==> config.mk <==
export PLATFORM = sky130hd
export DESIGN_NAME = retrig_interval_timer
export DESIGN_NICKNAME = d
export VERILOG_FILES = /design/src/rtl/tmr_pkg.sv /design/src/rtl/tmr_edge_sync.sv /design/src/rtl/tmr_tick_gen.sv /design/src/rtl/tmr_down_core.sv /design/src/rtl/retrig_interval_timer.sv
export SDC_FILE = /design/constraint.sdc
export NUM_CORES = 1
export LEC_CHECK = 0
export BUFFER_PORTS_ARGS = -buffer_cell sky130_fd_sc_hd__buf_4
export CORE_MARGIN = 10
export CORE_UTILIZATION = 50
export DETAILED_ROUTE_END_ITERATION = 8
export PLACE_DENSITY = 0.72
export SETUP_SLACK_MARGIN = 0.05
export SYNTH_ARGS = -nofsm -noshare
export SYNTH_HDL_FRONTEND = slang
export SYNTH_SLANG_ARGS = --single-unit
==> constraint.sdc <==
create_clock -name clk -period 4.1 [get_ports clk]
set_clock_uncertainty 0.15 [all_clocks]
set_input_delay 0.41 -clock clk [delete_from_list [all_inputs] [get_ports clk]]
set_output_delay 0.41 -clock clk [all_outputs]
set_load 0.01 [all_outputs]
==> src/rtl/tmr_pkg.sv <==
package tmr_pkg;

    // Mode register layout
    localparam int MODE_W    = 4;
    localparam int MB_EN     = 0;
    localparam int MB_CONT   = 1;
    localparam int MB_TSEL_L = 2;
    localparam int MB_TSEL_H = 3;

    typedef enum logic [1:0] {
        TSEL_SOFT   = 2'b00,
        TSEL_RSV1   = 2'b01,
        TSEL_RSV2   = 2'b10,
        TSEL_RETRIG = 2'b11
    } tsel_e;

endpackage

==> src/rtl/tmr_edge_sync.sv <==
module tmr_edge_sync #(
    parameter int STAGES = 2
) (
    input  logic clk,
    input  logic rst_n,
    input  logic async_i,
    output logic fall_o
);

    localparam int LAST = STAGES;

    typedef struct packed {
        logic [LAST:0] sh;
    } sync_t;

    sync_t s_d, s_q;

    always_comb begin
        s_d = s_q;
        s_d.sh[0] = async_i;
        for (int i = 1; i <= LAST; i++) begin
            s_d.sh[i] = s_q.sh[i-1];
        end
    end

    always_ff @(posedge clk or negedge rst_n) begin
        if (!rst_n) s_q <= '0;
        else        s_q <= s_d;
    end

    // previous synchronised level high, current low
    assign fall_o = s_q.sh[LAST] & ~s_q.sh[LAST-1];


    fall_single_chk: assert property (@(posedge clk) disable iff (!rst_n)
        fall_o |=> !fall_o);

endmodule

==> src/rtl/tmr_tick_gen.sv <==
module tmr_tick_gen #(
    parameter int PRE_W = 6,
    parameter int DIV_A = 2,
    parameter int DIV_B = 4
) (
    input  logic             clk,
    input  logic             rst_n,
    input  logic             run_i,
    input  logic             load_i,
    input  logic [PRE_W-1:0] pre_i,
    output logic             tick_o
);

    localparam int FIX_DIV = DIV_A * DIV_B;
    localparam int DIV_W   = (FIX_DIV > 1) ? $clog2(FIX_DIV) : 1;

    typedef struct packed {
        logic [DIV_W-1:0] div;
        logic [PRE_W-1:0] pre;
        logic [PRE_W-1:0] lat;
    } tick_t;

    tick_t t_d, t_q;
    logic  base_w;

    generate
        if (FIX_DIV > 1) begin : g_fixdiv
            assign base_w = (t_q.div == DIV_W'(FIX_DIV - 1));
        end else begin : g_nodiv
            assign base_w = 1'b1;
        end
    endgenerate

    assign tick_o = run_i & base_w & (t_q.pre == PRE_W'(1));

    always_comb begin
        t_d = t_q;
        if (load_i) begin
            t_d.div = '0;
            t_d.pre = pre_i;
            t_d.lat = pre_i;
        end else if (run_i) begin
            t_d.div = base_w ? '0 : DIV_W'(t_q.div + 1'b1);
            if (base_w) begin
                // a value of 0 wraps to the all-ones value: full 2**PRE_W period
                t_d.pre = (t_q.pre == PRE_W'(1)) ? t_q.lat : PRE_W'(t_q.pre - 1'b1);
            end
        end
    end

    always_ff @(posedge clk or negedge rst_n) begin
        if (!rst_n) t_q <= '0;
        else        t_q <= t_d;
    end


    tick_gap_chk: assert property (@(posedge clk) disable iff (!rst_n)
        tick_o |=> !tick_o);


    idle_frozen_chk: assert property (@(posedge clk) disable iff (!rst_n)
        (!run_i && !load_i) |=> $stable(t_q.div) && $stable(t_q.pre));

endmodule

==> src/rtl/tmr_down_core.sv <==
module tmr_down_core #(
    parameter int CNT_W = 8
) (
    input  logic             clk,
    input  logic             rst_n,
    input  logic             tick_i,
    input  logic             load_i,
    input  logic [CNT_W-1:0] init_i,
    output logic             eoc_o,
    output logic [CNT_W-1:0] cnt_o
);

    typedef struct packed {
        logic [CNT_W-1:0] cnt;
    } core_t;

    core_t k_d, k_q;

    // counter stops at 1; the next tick is the wrap back to the reload value
    assign eoc_o = tick_i & (k_q.cnt == CNT_W'(1));
    assign cnt_o = k_q.cnt;

    always_comb begin
        k_d = k_q;
        if (load_i)      k_d.cnt = init_i;
        else if (tick_i) k_d.cnt = CNT_W'(k_q.cnt - 1'b1);
    end

    always_ff @(posedge clk or negedge rst_n) begin
        if (!rst_n) k_q <= '0;
        else        k_q <= k_d;
    end


    load_value_chk: assert property (@(posedge clk) disable iff (!rst_n)
        load_i |=> (cnt_o == $past(init_i)));


    hold_chk: assert property (@(posedge clk) disable iff (!rst_n)
        (!tick_i && !load_i) |=> $stable(cnt_o));

endmodule

==> src/rtl/retrig_interval_timer.sv <==
module retrig_interval_timer
    import tmr_pkg::*;
#(
    parameter int CNT_W       = 8,
    parameter int PRE_W       = 6,
    parameter int DIV_A       = 2,
    parameter int DIV_B       = 4,
    parameter int SYNC_STAGES = 2
) (
    input  logic              clk,
    input  logic              rst_n,
    input  logic              trig_in,
    input  logic              mode_we,
    input  logic [MODE_W-1:0] mode_wdata,
    input  logic              init_we,
    input  logic [CNT_W-1:0]  init_wdata,
    input  logic              pre_we,
    input  logic [PRE_W-1:0]  pre_wdata,
    output logic              irq_eoc,
    output logic              irq_edge,
    output logic [CNT_W-1:0]  count_o,
    output logic              armed_o,
    output logic              running_o
);

    typedef struct packed {
        logic             en;
        logic             cont;
        tsel_e            tsel;
        logic             run;
        logic             irq_eoc;
        logic             irq_edge;
        logic [CNT_W-1:0] init;
        logic [PRE_W-1:0] pre;
    } ctrl_t;

    ctrl_t c_d, c_q;

    logic  fall_w;
    logic  tick_w;
    logic  eoc_w;
    logic  load_w;
    logic  hw_start_w;
    logic  sw_start_w;
    logic  start_w;
    logic  wr_en_w;
    logic  wr_cont_w;
    tsel_e wr_tsel_w;

    assign wr_en_w   = mode_wdata[MB_EN];
    assign wr_cont_w = mode_wdata[MB_CONT];
    assign wr_tsel_w = tsel_e'(mode_wdata[MB_TSEL_H:MB_TSEL_L]);

    tmr_edge_sync #(
        .STAGES (SYNC_STAGES)
    ) i_sync (
        .clk     (clk),
        .rst_n   (rst_n),
        .async_i (trig_in),
        .fall_o  (fall_w)
    );

    tmr_tick_gen #(
        .PRE_W (PRE_W),
        .DIV_A (DIV_A),
        .DIV_B (DIV_B)
    ) i_tick (
        .clk    (clk),
        .rst_n  (rst_n),
        .run_i  (c_q.run),
        .load_i (load_w),
        .pre_i  (c_q.pre),
        .tick_o (tick_w)
    );

    tmr_down_core #(
        .CNT_W (CNT_W)
    ) i_core (
        .clk    (clk),
        .rst_n  (rst_n),
        .tick_i (tick_w),
        .load_i (load_w),
        .init_i (c_q.init),
        .eoc_o  (eoc_w),
        .cnt_o  (count_o)
    );

    // start sources: trigger edge when armed in retriggerable mode,
    // or a software 0->1 enable write in any other mode
    assign hw_start_w = fall_w & c_q.en & (c_q.tsel == TSEL_RETRIG);
    assign sw_start_w = mode_we & wr_en_w & ~c_q.en & (wr_tsel_w != TSEL_RETRIG);
    assign start_w    = hw_start_w | sw_start_w;
    assign load_w     = start_w | eoc_w;

    always_comb begin
        c_d          = c_q;
        c_d.irq_eoc  = eoc_w;
        c_d.irq_edge = fall_w;

        if (start_w) begin
            c_d.run = 1'b1;
        end else if (eoc_w && !c_q.cont) begin
            c_d.run = 1'b0;
            c_d.en  = 1'b0;
        end

        if (mode_we) begin
            c_d.en   = wr_en_w;
            c_d.cont = wr_cont_w;
            c_d.tsel = wr_tsel_w;
            if (!wr_en_w) c_d.run = 1'b0;
        end

        if (init_we) c_d.init = init_wdata;
        if (pre_we)  c_d.pre  = pre_wdata;
    end

    always_ff @(posedge clk or negedge rst_n) begin
        if (!rst_n) begin
            c_q      <= '0;
            c_q.tsel <= TSEL_SOFT;
        end else begin
            c_q <= c_d;
        end
    end

    assign irq_eoc   = c_q.irq_eoc;
    assign irq_edge  = c_q.irq_edge;
    assign armed_o   = c_q.en;
    assign running_o = c_q.run;


    eoc_pulse_chk: assert property (@(posedge clk) disable iff (!rst_n)
        irq_eoc |=> !irq_eoc);


    sp_clear_chk: assert property (@(posedge clk) disable iff (!rst_n)
        (eoc_w && !c_q.cont && !start_w && !mode_we) |=> (!armed_o && !running_o));


    cont_keep_chk: assert property (@(posedge clk) disable iff (!rst_n)
        (eoc_w && c_q.cont && !mode_we) |=> (running_o && irq_eoc));


    collide_chk: assert property (@(posedge clk) disable iff (!rst_n)
        (hw_start_w && eoc_w && !mode_we) |=> (running_o && armed_o && irq_eoc));


    idle_no_eoc_chk: assert property (@(posedge clk) disable iff (!rst_n)
        !running_o |-> !eoc_w);

endmodule

[After elaboration in Yosys (flattened, before gate mapping)]
Index checks and enable logic that the tools add are counted.
Word-level totals
  logic and storage cells: 56
  bits in latches: 0
  memories kept: 0
  register bits after elaboration: 47
  input port bits: 24
  memory bits (read-only): 0
  RAM bits: 0
  output and inout port bits: 12
Cells by class
  divide/modulo/power cells: 0
  bitwise gates (word level): 13
  $add $sub $neg: 3
  magnitude comparators: 0
  multiply operators: 0
  reduce and logical (&&, ||, !) cells: 8
  equality and inequality tests: 6
  mux-type cells: 13
  shift operators: 0
Operators by type and width (number)
  9-bit two-way mux: 2
  8-bit two-way mux: 2
  6-bit two-way mux: 2
  1-bit AND: 9
  8-bit by 1-bit == test with 1-bit output (second input constant): 1
  2-bit nonzero test: 4
  8-bit by 1-bit subtractor with 8-bit output (second input constant): 1
  6-bit by 1-bit == test with 1-bit output (second input constant): 1
  6-bit by 1-bit subtractor with 6-bit output (second input constant): 1
  1-bit two-way mux: 5
  5-bit two-way mux: 1
  2-bit inequality test (second input constant): 2
  2-bit AND reduction: 2
  3-bit by 1-bit adder with 3-bit output (second input constant): 1
  3-bit == test (second input constant): 1
  3-bit two-way mux: 1
  2-bit == test (second input constant): 1
  1-bit inverter: 2
  1-bit OR: 2
  1-bit logical AND: 1
  1-bit zero test: 1

[Logic depth before layout (Yosys ltp)]
Gate-level depths: netlist of the first run.
  depth after elaboration: 9
  depth in mapped cells: 9
  gate-level depth less buffers: 8

[Cells and area by module]
A second synthesis of the first run with hierarchy kept.
Second synthesis, totals
  cells, all modules: 185
  area total of the unflattened synthesis: 2164.6 um2
Modules (own cells, without submodules)
  tmr_tick_gen: cells an instance 79, area each 828.3 um2, times used 1
  retrig_interval_timer: cells an instance 51, area each 788.3 um2, times used 1
  tmr_down_core: cells an instance 51, area each 459.2 um2, times used 1
  tmr_edge_sync: cells an instance 4, area each 88.8 um2, times used 1

[Least setup slack after synthesis of the first run]
No wires, ideal clock.
  kind: reg-to-reg
  start: register i_tick.t_q[12] in the netlist's numbering
  end: register i_core.k_q, in the netlist i_core.cnt_o[5]
  setup time: 0.125 ns
  stages on the path, launching flop included: 10
  setup slack: 1.969 ns
  data arrival time: 1.856 ns
  buffers on the path: 1
  path through: dfrtp_1 > ha_1 > ha_1 > and2_1 > and3_1 > buf_4 > nand2_8 > inv_4 > nor2_4 > mux2_4
RTL lines
  from (decl): line tmr_tick_gen.sv:23  | tick_t t_d, t_q;
  from (signal assigned): line tmr_tick_gen.sv:53  | else t_q <= t_d;
  to (signal assigned): line tmr_down_core.sv:31  | else k_q <= k_d;
  to (decl): line tmr_down_core.sv:17  | core_t k_d, k_q;

[Final worst setup path of the first run]
  start: register i_core.k_q, in the netlist i_core.cnt_o[1]
  end: register i_tick.t_q[4] in the netlist's numbering
On the way
  word-level cells in the longest chain between the ends: 3
Ends and longest elaborated chain
  8-bit by 1-bit == test with 1-bit output: line tmr_down_core.sv:20  | assign eoc_o = tick_i & (k_q.cnt == CNT_W'(1));
  1-bit AND: line tmr_down_core.sv:20
  1-bit OR: line retrig_interval_timer.sv:93  | assign load_w = start_w | eoc_w;
Every way passes these cells.
A chain may end at the register's enable or synchronous reset.

==> results of run 1 <==
[metal layers]
| metal | part of all wire (%) | vias up | track usage (%) | wire length, µm |
|---|---|---|---|---|
| met3 | 5.1 | 5 | 3.993 | 230 |
| met4 | 1.3 | 0 | 4.638 | 58 |
| met5 | 0 | - | 0 | 0 |
| met2 | 47 | 31 | 19.51 | 2128 |
| li1 | - | 798 | - | - |
| met1 | 47 | 788 | 15.55 | 2119 |
[worst max-delay path, delay by kind of cell (launching register included)]
family                     cells  cell delay [ns]
and+or+nand+nor                4             1.08
DFF                            1             0.41
muxes                          1             0.34
adders and majority gates      1             0.17
buffers and inverters          1             0.12
[power by group through the flow]
| stage | logic [mW] | clock network (mW) | registers, mW |
|---|---|---|---|
| floorplan | 0.197 | 0 | 0.643 |
| global placement | 0.301 | 0 | 0.652 |
| detailed placement | 0.308 | 0 | 0.655 |
| CTS | 0.309 | 0.295 | 0.646 |
| global route | 0.344 | 0.317 | 0.662 |
| finish | 0.304 | 0.289 | 0.647 |
[cells in the final DEF (no fill, tap or decap), types with 5 or more instances in the layout]
cell / n
dfrtp_1: 47
buf_4: 35
mux2_2: 16
nand2_1: 12
a21oi_1: 12
inv_1: 10
nor2_1: 10
nor3_1: 7
nand3_1: 6
a2bb2oi_1: 6
mux2_1: 6
ha_1: 6
clkbuf_8: 5
[logic make-up (layout without fill, tap and decap cells)]
kind of cell,after synthesis,count (layout),share of synthesized area [%]
multiplexers,27,27,13.49
adder cells (fa/ha/maj),6,6,3.291
buffers and inverters,16,55,3.292
AND/OR/NAND/NOR,52,52,12.84
AO/OA/AOI/OAI,45,45,14.37
flip-flops,47,47,51.56
XOR/XNOR,3,3,1.152
[what timing repair did]
item | CTS | global route
setup buffers | 0 | 0
hold buffers | 1 | 0
endpoints found under the hold margin | 47 | 0
[state kept, by name, indices dropped and copies added, names as in the netlist]
name and cells:
armed_o 1, c_q 17, i_core.cnt_o 8, i_sync.s_q 3, i_tick.t_q 15, irq_edge 1
irq_eoc 1, running_o 1
[final timing paths]
check                                start       endpoint  slack, ns  cells past startpoint
min reg2reg                  i_sync.s_q[0]  i_sync.s_q[1]       0.21                      0
min                                trig_in  i_sync.s_q[0]       0.06                      1
max in group asynchronous            rst_n        c_q[19]       2.92                      2
min in group asynchronous            rst_n  i_tick.t_q[3]       0.49                      2
max                        i_core.cnt_o[1]  i_tick.t_q[4]       1.71                      7
max reg2reg                i_core.cnt_o[1]  i_tick.t_q[4]       1.71                      7
[final cells by class]
type | count | share of cell area, %
clock buffers | 5 | 2.569
clock inverters | 3 | 0.8407
inverters | 11 | 1.635
multi-input cells | 133 | 38.44
repair buffers | 36 | 10.18
well taps | 52 | 2.429
flip-flops and latches | 47 | 43.90
[per-stage QoR]
stage / hold WS (ns) / instances
5_1_grt: 0.04425 / 287
4_1_cts: 0.05131 / 287
2_1_floorplan: -0.03559 / 196
3_3_place_gp: 0.1872 / 278
6_report: 0.05918 / 287
3_5_place_dp: 0.1920 / 278
==> flow_summary.yaml, run 1 <==
run_status:
  status: "finished clean"
synthesis:
  ys_ff_latch: 47
  syn_inst: 196
  synth_edf_count: 0
  yosysUniqueCellTypes: 47
  syn-num-nets: 226
  post-synth-top-area-cell: "dfrtp_1"
  synthFlopType: "dfrtp_1"
  synthArstFlopShare_pct: 100.0
  yosys-top-cells-count: "dfrtp_1 (47), mux2_2 (16), a21oi_1 (12), nand2_1 (12)"
  synth_area_mm2: 0.002281
  avgSynthCellArea_um2: 11.64
  netlist_top_cells_area: "dfrtp_1 (52%), mux2_2 (7.9%), ha_1 (3.3%)"
  synth.yosys.warnings: 0
  seq_area_frac_synth_pct: 51.56
  yosysTopAreaCellShare_pct: 51.56
  yosysMostFrequentCell: "dfrtp_1"
route:
  vias_per_cell: 5.652
  vias: 1622
  first_pass_iters: 4
  wl_um: 4537
  drt-initial-drc-count: 118
  ant_nets: 0
  routedWlPerCell_um: 15.81
  drc: 0
power_and_ir_drop:
  p_leak_nw: 1.196
  seqPwrFrac_pct: 52.2
  clkPwrFrac_pct: 23.3
  p_sw_mw: 0.3969
  power_mw: 1.239
  pwr-share-comb_pct: 24.5
  power.density_mw_per_mm2: 462.6
  p_sw_share_pct: 32.03
  p_int_mw: 0.8423
  ir_worst_vdd_mv: 0.3112
clocking:
  clock_latency_ns: 0.30
  cts_buffers: 5
  htreeDepth: 2
  cts_tree: "done"
  ctsResizeCount: 0
  cts-root-buf: "clkbuf_8"
  clk_pin_slew_worst_paths_ns: 0.09
  clock-sinks: 47
  clockBufferDepth: 2
sta:
  hold_viol: 0
  post-route-period-util_pct: 58.39
  rsz0062_at_grt: "false"
  setup_viol: 0
  min_period_ns: 2.394
  max_slew_margin_pct: 45.48
  max_clock_freq_mhz: 417.7
  tns_ns: 0
  setup_ws_ns: 1.706
  drv_slew: 0
  worstMarginPinSlew_ns: 0.8178
critical_path:
  crit_chain: "inv_1, ha_1, nor3b_1, and2_1, nand2_8, nand2_4, mux2_1"
  start_kind: "register"
  crit_fanout: 10
  critical_path_class: "register to register"
  cpPeakStageDelay_ns: 0.49
  cp_slowest_cell: "and2_1"
  cp_data_arrival_time_ns: 2.43
  worstPathRequired_ns: 4.14
  crit_path_end_kind: "register"
placement:
  port-buffer-count: 35
  place_area_mm2: 0.002577
  place.gp.congestion: 0.8068
  place_ws_ns: 1.712
  hpwl_um: 3338
global_routing:
  grt_max_degree: 48
  overflow: 0
  grt_usage_pct: 12.40
  first_global_vias: 1708
  grt_antenna_before_repair: 0
  grt_pass1_wl_um: 7824
finish:
  post_route_cells_drive_above_1_share_pct: 28.94
  fin_nets: 264
  final_area_mm2: 0.002679
  area_growth_syn_to_layout_pct: 17.44
  num-fill-cells: 367
  multiInputGateArea_mm2: 0.001030
  diodes: 0
  seqCellArea_mm2: 0.001176
  final_core_utilization_pct: 61.10
floorplanning:
  die_area_mm2: 0.007663
  io_pins: 36
  fp.dieH_um: 87.54
  core_area_mm2: 0.004384
  rows: 24
  start_util_pct: 52.03
  die_x_um: 87.54
hold_path:
  holdCritPathClass: "primary input to register"
flow_run:
  cap_viol_max_count: 0
Note: power is estimated with default switching activity, not from simulation.
==> run 2, diff against run 1 <==
Settings changed: ABC_AREA set to 1, PLACE_DENSITY 0.72 to 0.71.
Clock period 4.1 ns to 2.4 ns, I/O delays scaled along.
==> run 2 against run 1 <==
Area after synthesis grew 4.3%. Design area grew 6.0%. Routed wire length grew 1.7%. Sequential power grew 79%. Die area grew 3.3%. Combinational power grew to 3.4 times the previous value. Fmax grew 17%.
==> flow_summary.yaml, run 2 <==
run_status:
  status: "finished clean"
synthesis:
  synthXorXnorAreaFrac_pct: 1.841
  synth.yosys.warnings: 0
  synthArstFlopShare_pct: 100.0
  synth_top_family_by_area: "simple AND/OR/NAND/NOR gates"
  synth_area_mm2: 0.002379
  yosysUniqueCellTypes: 28
  yosysTopAreaCellShare_pct: 49.45
  netlist_top_cells_area: "dfrtp_1 (49%), nand2_1 (16%), inv_1 (4.7%)"
  yosysMostFrequentCell: "nand2_1"
  synth_mux_area_share_pct: 2.841
  synthAdderAreaFrac_pct: 3.156
  seq_area_frac_synth_pct: 49.45
  syn-num-nets: 317
  avgSynthCellArea_um2: 8.288
  synth_compound_area_share_pct: 6.628
  yosys-top-cells-count: "nand2_1 (103), dfrtp_1 (47), inv_1 (30), nor2_1 (19), o21ai_0 (19)"
  syn_inst: 287
  post-synth-top-area-cell: "dfrtp_1"
  ys_ff_latch: 47
  synth_edf_count: 0
  synthFlopType: "dfrtp_1"
  synthSimpleGateAreaFrac_pct: 29.72
finish:
  largest-register: "c_q"
  area_growth_syn_to_layout_pct: 19.36
  final_cell_mix: "nand2_1 (103), dfrtp_1 (47), buf_4 (36), inv_1 (30)"
  post_route_cells_drive_above_1_share_pct: 20.30
  fin_nets: 359
  layout_commonest_cell: "nand2_1"
  final_area_mm2: 0.002839
  diodes: 0
  largest_reg_flops: 17
route:
  drc: 0
  drt-initial-drc-count: 133
  ant_nets: 0
  wl_um: 4615
  routedWlPerCell_um: 12.02
  vias_per_cell: 4.815
  first_pass_iters: 4
  vias: 1849
clocking:
  clk_pin_slew_worst_paths_ns: 0.08
  ctsResizeCount: 0
  postCtsSetupBuffers: 0
  clock_latency_ns: 0.29
  cts-root-buf: "clkbuf_8"
  cts_buffers: 5
  clock-sinks: 47
  htreeDepth: 2
  cts_tree: "done"
  clockBufferDepth: 2
critical_path:
  crit_path_end_kind: "register"
  worstPathRequired_ns: 2.43
  cp_data_arrival_time_ns: 2.07
  cp_slowest_cell: "dfrtp_1"
  start_kind: "register"
  critical_path_class: "register to register"
  cpPeakStageDelay_ns: 0.39
  crit_fanout: 9
  crit_chain: "ha_1, ha_1, nand2_1, nor2_8, nor2_2, inv_1, nand2_1, o21ai_1"
power_and_ir_drop:
  power_mw: 2.792
  p_leak_nw: 1.547
  ir_worst_vdd_mv: 0.4162
  power.density_mw_per_mm2: 983.5
placement:
  place.gp.congestion: 0.8724
  port-buffer-count: 35
  place_area_mm2: 0.002681
  hpwl_um: 3472
global_routing:
  grt_max_degree: 48
  first_global_vias: 1817
  grt_pass1_wl_um: 8031
  overflow: 0
  grt_antenna_before_repair: 0
  grt_usage_pct: 12.60
sta:
  worstMarginPinSlew_ns: 0.5754
  hold_viol: 0
  rsz0062_at_grt: "false"
  min_period_ns: 2.038
  setup_viol: 0
  max_clock_freq_mhz: 490.6
  post-route-period-util_pct: 84.93
  hold_slack_ns: 0.0002841
  drv_slew: 0
  tns_ns: 0
  max_slew_margin_pct: 61.64
floorplanning:
  die_x_um: 88.97
  io_pins: 36
  fp.dieH_um: 88.97
  rows: 25
  die_area_mm2: 0.007916
  core_area_mm2: 0.004661
  start_util_pct: 51.03
flow_run:
  cap_viol_max_count: 0
hold_path:
  holdCritPathClass: "primary input to register"
[run 2: cell count changes in the layout (fill, tap and decap cells not counted), sizes merged, moves of 5 or more]
cell,delta
a2bb2oi,-6
inv,+18
nand3,+12
mux2,-18
nand2,+97
nor3,-7
a21oi,-8
nor2,+13
o21ai,+20
nand4,+5
[run 2: layout make-up]
class	count	area [µm²]
repair buffers	40	310.3
flip-flops and latches	47	1176
clock inverters	2	35.03
well taps	54	67.56
multi-input cells	204	1051
fillers	433	1822
clock buffers	6	82.58
inverters	31	116.4
[run 2: cell families after synthesis]
| kind of cell | Yosys count |
|---|---|
| mux | 6 |
| compound gates | 28 |
| fa+ha+maj | 6 |
| xor+xnor | 5 |
| simple gates | 159 |
| flops | 47 |
| buf+inv | 36 |
[run 2: critical path, delay by kind of cell, from the launching register on]
kind / cells / cell delay [ns]
flip-flops: 1 / 0.39
AO/OA/AOI/OAI: 1 / 0.06
buffers and inverters: 1 / 0.23
adder cells (fa/ha/maj): 2 / 0.43
AND/OR/NAND/NOR: 4 / 0.67
[run 2: through the flow]
| stage | util (%) | std cells | setup slack (ns) |
|---|---|---|---|
| 2_1_floorplan | - | 287 | 0.5905 |
| 3_3_place_gp | 57.53 | 372 | 0.4092 |
| 3_5_place_dp | 57.53 | 372 | 0.3513 |
| 4_1_cts | 60.91 | 384 | 0.3481 |
| 5_1_grt | 60.91 | 384 | 0.1774 |
| 6_report | 60.91 | 384 | 0.3616 |
[run 2: where the power goes]
| part | switching, mW | internal [mW] |
|---|---|---|
| Combinational | 0.578 | 0.457 |
| Sequential | 0.188 | 0.974 |
| Clock | 0.257 | 0.337 |
| Total | 1.02 | 1.77 |
[run 2: repair_timing]
| action | 4_1_cts | 5_1_grt |
|---|---|---|
| hold buffers | 4 | 0 |
| setup endpoints to repair | 0 | 0 |
| hold endpoints to repair | 50 | 0 |
[run 2: metal layers]
layer	wire length, µm	vias to the layer above	track usage [%]
met5	0	-	0
met4	29	0	3.902
met3	146	2	3.008
met2	2099	23	20.41
met1	2339	838	16.27
li1	-	986	-
[run 2: final timing paths]
| kind | start | to | slack (ns) | depth (start not counted) |
|---|---|---|---|---|
| setup / recovery | i_tick.t_q[12] | i_core.cnt_o[6] | 0.36 | 8 |
| hold reg to reg | i_sync.s_q[0] | i_sync.s_q[1] | 0.21 | 0 |
| setup reg to reg | i_tick.t_q[12] | i_core.cnt_o[6] | 0.36 | 8 |
| max in group asynchronous | rst_n | i_core.cnt_o[4] | 1.37 | 2 |
| min in group asynchronous | rst_n | i_tick.t_q[3] | 0.32 | 2 |
| hold / removal | init_wdata[0] | c_q[6] | 0.0003 | 3 |
